===== src/rtl/ddr_colseq_pkg.sv =====
package ddr_colseq_pkg;

  localparam int unsigned CNT_W = 3;

  typedef enum logic {
    ORD_SEQ  = 1'b0,
    ORD_INTL = 1'b1
  } burst_ord_e;

  typedef struct packed {
    logic [1:0] len_log2;
    burst_ord_e ord;
  } burst_mode_t;

  function automatic burst_mode_t decode_mode(input logic [3:0] m);
    burst_mode_t r;
    case (m[2:0])
      3'b010:  r.len_log2 = 2'd2;
      3'b011:  r.len_log2 = 2'd3;
      default: r.len_log2 = 2'd1;
    endcase
    r.ord = burst_ord_e'(m[3]);
    return r;
  endfunction

endpackage


===== src/rtl/colseq_addr_split.sv =====
module colseq_addr_split #(
  parameter int unsigned ADDR_W   = 13,
  parameter int unsigned AP_BIT   = 10,
  parameter bit          WIDE_ORG = 1'b0,
  parameter int unsigned COL_W    = AP_BIT + (WIDE_ORG ? 1 : 0)
) (
  input  logic [ADDR_W-1:0] addr_i,
  output logic [COL_W-1:0]  col_o,
  output logic              ap_o
);

  assign ap_o = addr_i[AP_BIT];

  generate
    if (WIDE_ORG) begin : g_wide
      // column skips the precharge bit
      assign col_o = {addr_i[AP_BIT+1], addr_i[AP_BIT-1:0]};
      if (ADDR_W > AP_BIT + 2) begin : g_hi
        logic unused_hi;
        assign unused_hi = ^addr_i[ADDR_W-1:AP_BIT+2];
      end
    end else begin : g_narrow
      assign col_o = addr_i[AP_BIT-1:0];
      logic unused_hi;
      assign unused_hi = ^addr_i[ADDR_W-1:AP_BIT+1];
    end
  endgenerate

endmodule


===== src/rtl/colseq_wrap_gen.sv =====
module colseq_wrap_gen
  import ddr_colseq_pkg::*;
#(
  parameter int unsigned COL_W = 10
) (
  input  logic [COL_W-1:0] start_i,
  input  logic [CNT_W-1:0] cnt_i,
  input  logic [1:0]       len_log2_i,
  input  burst_ord_e       ord_i,
  output logic [COL_W-1:0] col_o
);

  logic [CNT_W-1:0] lmask;
  logic [CNT_W-1:0] slo;
  logic [CNT_W-1:0] lo;

  always_comb begin
    lmask = CNT_W'((4'd1 << len_log2_i) - 4'd1);
    slo   = start_i[CNT_W-1:0];
    lo    = (ord_i == ORD_INTL) ? (slo ^ cnt_i) : (slo + cnt_i);
    col_o = (start_i & ~COL_W'(lmask)) | COL_W'(lo & lmask);
  end

endmodule


===== src/rtl/colseq_beat_ctrl.sv =====
module colseq_beat_ctrl
  import ddr_colseq_pkg::*;
#(
  parameter int unsigned BANK_W = 2
) (
  input  logic              clk_i,
  input  logic              rst_ni,
  input  logic              cmd_i,
  input  logic              beat_i,
  input  logic [1:0]        len_log2_i,
  input  logic [BANK_W-1:0] bank_i,
  input  logic              ap_i,
  output logic              active_o,
  output logic [CNT_W-1:0]  cnt_o,
  output logic [1:0]        len_log2_o,
  output logic              last_o,
  output logic [BANK_W-1:0] bank_o,
  output logic              pre_req_o,
  output logic [BANK_W-1:0] pre_bank_o
);

  logic              active_q;
  logic [CNT_W-1:0]  cnt_q;
  logic [1:0]        len_q;
  logic [BANK_W-1:0] bank_q;
  logic              ap_q;
  logic              pre_q;
  logic [BANK_W-1:0] pre_bank_q;
  logic [CNT_W-1:0]  last_idx;
  logic              fin;

  assign last_idx = CNT_W'((4'd1 << len_q) - 4'd1);
  assign last_o   = active_q && (cnt_q == last_idx);
  assign fin      = last_o && beat_i;

  always_ff @(posedge clk_i or negedge rst_ni) begin
    if (!rst_ni) begin
      active_q <= 1'b0;
      cnt_q    <= '0;
      len_q    <= 2'd1;
      bank_q   <= '0;
      ap_q     <= 1'b0;
    end else if (cmd_i) begin
      active_q <= 1'b1;
      cnt_q    <= '0;
      len_q    <= len_log2_i;
      bank_q   <= bank_i;
      ap_q     <= ap_i;
    end else if (active_q && beat_i) begin
      if (fin) active_q <= 1'b0;
      else     cnt_q    <= cnt_q + 1'b1;
    end
  end

  // precharge only for a burst that ran to its end
  always_ff @(posedge clk_i or negedge rst_ni) begin
    if (!rst_ni) begin
      pre_q      <= 1'b0;
      pre_bank_q <= '0;
    end else begin
      pre_q <= fin && ap_q;
      if (fin) pre_bank_q <= bank_q;
    end
  end

  assign active_o   = active_q;
  assign cnt_o      = cnt_q;
  assign len_log2_o = len_q;
  assign bank_o     = bank_q;
  assign pre_req_o  = pre_q;
  assign pre_bank_o = pre_bank_q;

  AST_START_BEAT0: assert property (@(posedge clk_i) disable iff (!rst_ni)
    cmd_i |=> (active_o && cnt_o == '0)) else $error("start");
  AST_STALL_HOLD: assert property (@(posedge clk_i) disable iff (!rst_ni)
    (active_o && !beat_i && !cmd_i) |=> $stable(cnt_o)) else $error("stall");
  AST_PRE_AFTER_LAST: assert property (@(posedge clk_i) disable iff (!rst_ni)
    pre_req_o |-> $past(last_o && beat_i)) else $error("pre src");
  AST_PRE_PULSE: assert property (@(posedge clk_i) disable iff (!rst_ni)
    pre_req_o |=> !pre_req_o) else $error("pre len");
  AST_BANK_HELD: assert property (@(posedge clk_i) disable iff (!rst_ni)
    (active_o && !cmd_i && !fin) |=> $stable(bank_o)) else $error("bank");
  AST_IDLE_BEAT: assert property (@(posedge clk_i) disable iff (!rst_ni)
    (!active_o && !cmd_i) |=> !active_o) else $error("idle");

endmodule


===== src/rtl/ddr_burst_colseq.sv =====
module ddr_burst_colseq
  import ddr_colseq_pkg::*;
#(
  parameter int unsigned ADDR_W   = 13,
  parameter int unsigned AP_BIT   = 10,
  parameter int unsigned BANK_W   = 2,
  parameter bit          WIDE_ORG = 1'b0,
  localparam int unsigned COL_W   = AP_BIT + (WIDE_ORG ? 1 : 0)
) (
  input  logic              clk_i,
  input  logic              rst_ni,
  input  logic              cmd_valid_i,
  input  logic [ADDR_W-1:0] addr_i,
  input  logic [BANK_W-1:0] bank_i,
  input  logic [3:0]        mode_i,
  input  logic              beat_i,
  output logic [COL_W-1:0]  col_o,
  output logic [BANK_W-1:0] bank_o,
  output logic              active_o,
  output logic              last_o,
  output logic              pre_req_o,
  output logic [BANK_W-1:0] pre_bank_o
);

  logic [COL_W-1:0] cmd_col;
  logic             cmd_ap;
  burst_mode_t      cmd_mode;
  logic [COL_W-1:0] start_q;
  burst_ord_e       ord_q;
  logic [CNT_W-1:0] cnt;
  logic [1:0]       len_log2;

  assign cmd_mode = decode_mode(mode_i);

  colseq_addr_split #(
    .ADDR_W  (ADDR_W),
    .AP_BIT  (AP_BIT),
    .WIDE_ORG(WIDE_ORG),
    .COL_W   (COL_W)
  ) u_split (
    .addr_i(addr_i),
    .col_o (cmd_col),
    .ap_o  (cmd_ap)
  );

  always_ff @(posedge clk_i or negedge rst_ni) begin
    if (!rst_ni) begin
      start_q <= '0;
      ord_q   <= ORD_SEQ;
    end else if (cmd_valid_i) begin
      start_q <= cmd_col;
      ord_q   <= cmd_mode.ord;
    end
  end

  colseq_beat_ctrl #(
    .BANK_W(BANK_W)
  ) u_ctrl (
    .clk_i     (clk_i),
    .rst_ni    (rst_ni),
    .cmd_i     (cmd_valid_i),
    .beat_i    (beat_i),
    .len_log2_i(cmd_mode.len_log2),
    .bank_i    (bank_i),
    .ap_i      (cmd_ap),
    .active_o  (active_o),
    .cnt_o     (cnt),
    .len_log2_o(len_log2),
    .last_o    (last_o),
    .bank_o    (bank_o),
    .pre_req_o (pre_req_o),
    .pre_bank_o(pre_bank_o)
  );

  colseq_wrap_gen #(
    .COL_W(COL_W)
  ) u_wrap (
    .start_i   (start_q),
    .cnt_i     (cnt),
    .len_log2_i(len_log2),
    .ord_i     (ord_q),
    .col_o     (col_o)
  );

  AST_RESET_QUIET: assert property (@(posedge clk_i)
    !rst_ni |-> (!active_o && !last_o && !pre_req_o)) else $error("reset");
  AST_LAST_ENDS: assert property (@(posedge clk_i) disable iff (!rst_ni)
    (last_o && beat_i && !cmd_valid_i) |=> !active_o) else $error("end");

endmodule


===== config.mk =====
export PLATFORM = sky130hd
export DESIGN_NAME = ddr_burst_colseq
export DESIGN_NICKNAME = d
export VERILOG_FILES = /design/src/rtl/ddr_colseq_pkg.sv /design/src/rtl/colseq_addr_split.sv /design/src/rtl/colseq_wrap_gen.sv /design/src/rtl/colseq_beat_ctrl.sv /design/src/rtl/ddr_burst_colseq.sv
export SDC_FILE = /design/constraint.sdc
export NUM_CORES = 1
export LEC_CHECK = 0
export BUFFER_PORTS_ARGS = -buffer_cell sky130_fd_sc_hd__buf_2
export CAP_MARGIN = 20
export CORE_MARGIN = 2
export CORE_UTILIZATION = 49
export DETAILED_ROUTE_END_ITERATION = 8
export PLACE_DENSITY = 0.78
export SLEW_MARGIN = 0
export SYNTH_ARGS = -nofsm -noshare
export SYNTH_HDL_FRONTEND = slang
export SYNTH_SLANG_ARGS = --single-unit
export TNS_END_PERCENT = 10

===== constraint.sdc =====
create_clock -name clk_i -period 2.15 [get_ports clk_i]
set_clock_uncertainty 0.05 [all_clocks]
set_input_delay 0.215 -clock clk_i [delete_from_list [all_inputs] [get_ports clk_i]]
set_output_delay 0.215 -clock clk_i [all_outputs]
set_load 0.005 [all_outputs]

==> results.toml <==
[sta]
finalHoldViolCount = 0
min_period_over_period_pct = 98.3
rsz0062_at_grt = "true"
finalSetupViolCount = 0
finalCriticalPeriod_ns = 2.11
fin_hold_ws_ns = 0.0635
max-slew-margin-rel_pct = 66.8
fin_tns_setup_ns = 0
fmax_mhz = 473
drv_slew = 0
worst_pin_slew_ns = 0.499

[clock_tree]
cts-buffers-inserted = 3
cts_sinks = 23
clockBufferDepth = 2
clock_latency_ns = 0.32
htreeDepth = 1
cts_root_buffer = "clkbuf_4"
cts.clk_slew.worst_paths_ns = 0.13
cts_tree = "yes"

[detailed_routing]
dr_wl_met2_um = 1070
dr.pass1.iters = 4
vias = 886
m1WireLength_um = 999
drc = 0
ant_nets = 0
vias_per_cell = 5.24
drt_iter0_markers = 10
wl_met3_um = 80
drt-total-wl_um = 2190
highest_layer = "met4"
wl_per_cell_um = 13.0

[power_and_ir_drop]
power.density_nw_per_um2 = 659
leakage_nw = 0.679
ir_worst_vdd_v = 0.000565

[floorplanning]
die_area_um2 = 2900
initial_core_util_pct = 50.6
core_um2 = 2410
die_w_um = 53.9
placementRows = 18
io_pins = 40
fp.dieH_um = 53.9

[synthesis]
yosys-top-cells-count = "dfrtp_1, mux2_2, buf_4, nor2_1"
syn_inst = 104
synth.area.top_cells = "dfrtp_1, mux2_2, buf_4"
ys_seq_elements = 23
async_reset_ff_share_pct = 100
synth.cell_area_um2 = 1220
synth_ff_type = "dfrtp_1"
ys_seq_area_share_pct = 47.3
syn_nets = 131
synth_cell_types = 38
syn_area_per_cell_um2 = 11.7
synth_top_area_cell = "dfrtp_1"
synth_top_area_share_pct = 45.1
yosysWarnings = 0
synth_edf_count = 0
synth_most_common_cell = "dfrtp_1"

[finish]
multi_input_area_um2 = 564
seqCellArea_um2 = 578
fin_cells = 169
nFillCells = 186
fin_nets = 167
drive_gt1_share_pct = 52.5
syn2layout_area_growth_pct = 20.1
postLayoutCellArea_um2 = 1470
diodes = 0

[flow_run]
max_cap_viol_count = 0

[global_routing]
grt_usage_pct = 17.9
grt_pass1_wl_um = 3590
grt_max_degree = 24
grt_pass1_vias = 871
antenna_found_initial = 0
grt.overflow.total = 0

[worst_setup_path]
cp_max_fo = 7
crit_required_ns = 1.88
cp.arrival_ns = 1.85
cp-end-kind = "output port"
criticalPathCategory = "reg2out"
rr_worst_depth = 4
startpoint_type = "register"

[place]
placedCellCount = 161
gp_congestion = 0.793
dpl-instance-area_um2 = 1380
numPortBuffers = 37
hpwlAfterDp_um = 1590

[run_status]
status = "completed"

[min_path]
hold_class = "in2reg"
whs_path_depth = 2
kinds of logic after synthesis:
group / count (synthesis) / synth area share, %
buf+inv: 17 / 8.10
flops: 23 / 47.3
compound gates: 15 / 10.1
mux: 18 / 16.5
simple gates: 24 / 11.2
xor+xnor: 3 / 2.15
fa+ha+maj: 4 / 4.72
where the power goes:
| group | internal [mW] | leakage, nW | switching [mW] |
|---|---|---|---|
| Combinational | 0.132 | 0.392 | 0.110 |
| Sequential | 0.485 | 0.273 | 0.0338 |
| Clock | 0.0711 | 0.0139 | 0.134 |
flip-flops by register name, summed over array words and instances (netlist names), 2 cells and up:
signal	cells
start_q	10
u_ctrl.bank_o	2
u_ctrl.cnt_o	3
u_ctrl.len_log2_o	2
u_ctrl.pre_bank_o	2
through the flow:
stage,worst slack (ns),power [mW],utilization [%]
floorplan,0.306,0.671,-
global placement,0.248,0.745,57.3
detailed placement,0.206,0.756,57.3
CTS,0.0180,0.975,60.5
global route,-0.0824,1.03,60.8
finish,0.0357,0.966,60.8
routing by layer:
layer	GRT usage, %	up-vias
met5	0	-
met4	8.97	0
met3	3.33	5
met2	30.1	18
met1	21.8	426
li1	-	437
cells in the final DEF (no fill, tap or decap), types with 2 or more instances in the layout:
cell type,synthesis,final
a41oi_1,2,2
inv_1,3,3
nand2_1,2,2
a21oi_1,3,3
o21bai_1,2,2
buf_4,7,6
ha_1,3,2
mux2_2,15,15
buf_2,1,37
dfrtp_1,22,21
xnor2_1,3,3
nand3b_1,2,2
and3_2,2,2
nor3_1,2,2
and2_1,2,2
clkbuf_4,0,3
mux2_1,2,2
nor2_1,6,6
nand3_1,2,2
repair_timing:
item	CTS	global route
buffers inserted	2	1
endpoints found under the hold margin	22	0
pin swaps	4	3
hold buffers	1	0
setup endpoints to repair	2	2
gates resized for setup	5	0
path summary, 6_finish.rpt:
check	slack, ns	endpoint	start
max	0.04	last_o	u_ctrl.len_log2_o[1]
min	0.06	u_ctrl.bank_o[0]	bank_i[0]
max reg2reg	0.23	u_ctrl.pre_bank_o[1]	u_ctrl.len_log2_o[1]
min reg2reg	0.45	u_ctrl.pre_bank_o[1]	u_ctrl.pre_bank_o[1]
max in group asynchronous	1.36	u_ctrl.len_log2_o[1]	rst_ni
min in group asynchronous	0.33	u_ctrl.ap_q	rst_ni
layout make-up:
| class | instances | area share, % |
|---|---|---|
| Multi-Input combinational cell | 64 | 38.5 |
| Inverter | 4 | 1.02 |
| Timing Repair Buffer | 44 | 16.4 |
| Sequential cell | 23 | 39.5 |
| Tap cell | 30 | 2.56 |
| Clock inverter | 1 | 0.512 |
| Clock buffer | 3 | 1.54 |
critical path: stages, from the launching register on:
cell and delay (ns):
dfrtp_2 0.44, inv_1 0.08, or4_4 0.56, a31oi_4 0.20
and2_1 0.15, buf_2 0.11
(Power assumes the default switching activity.)
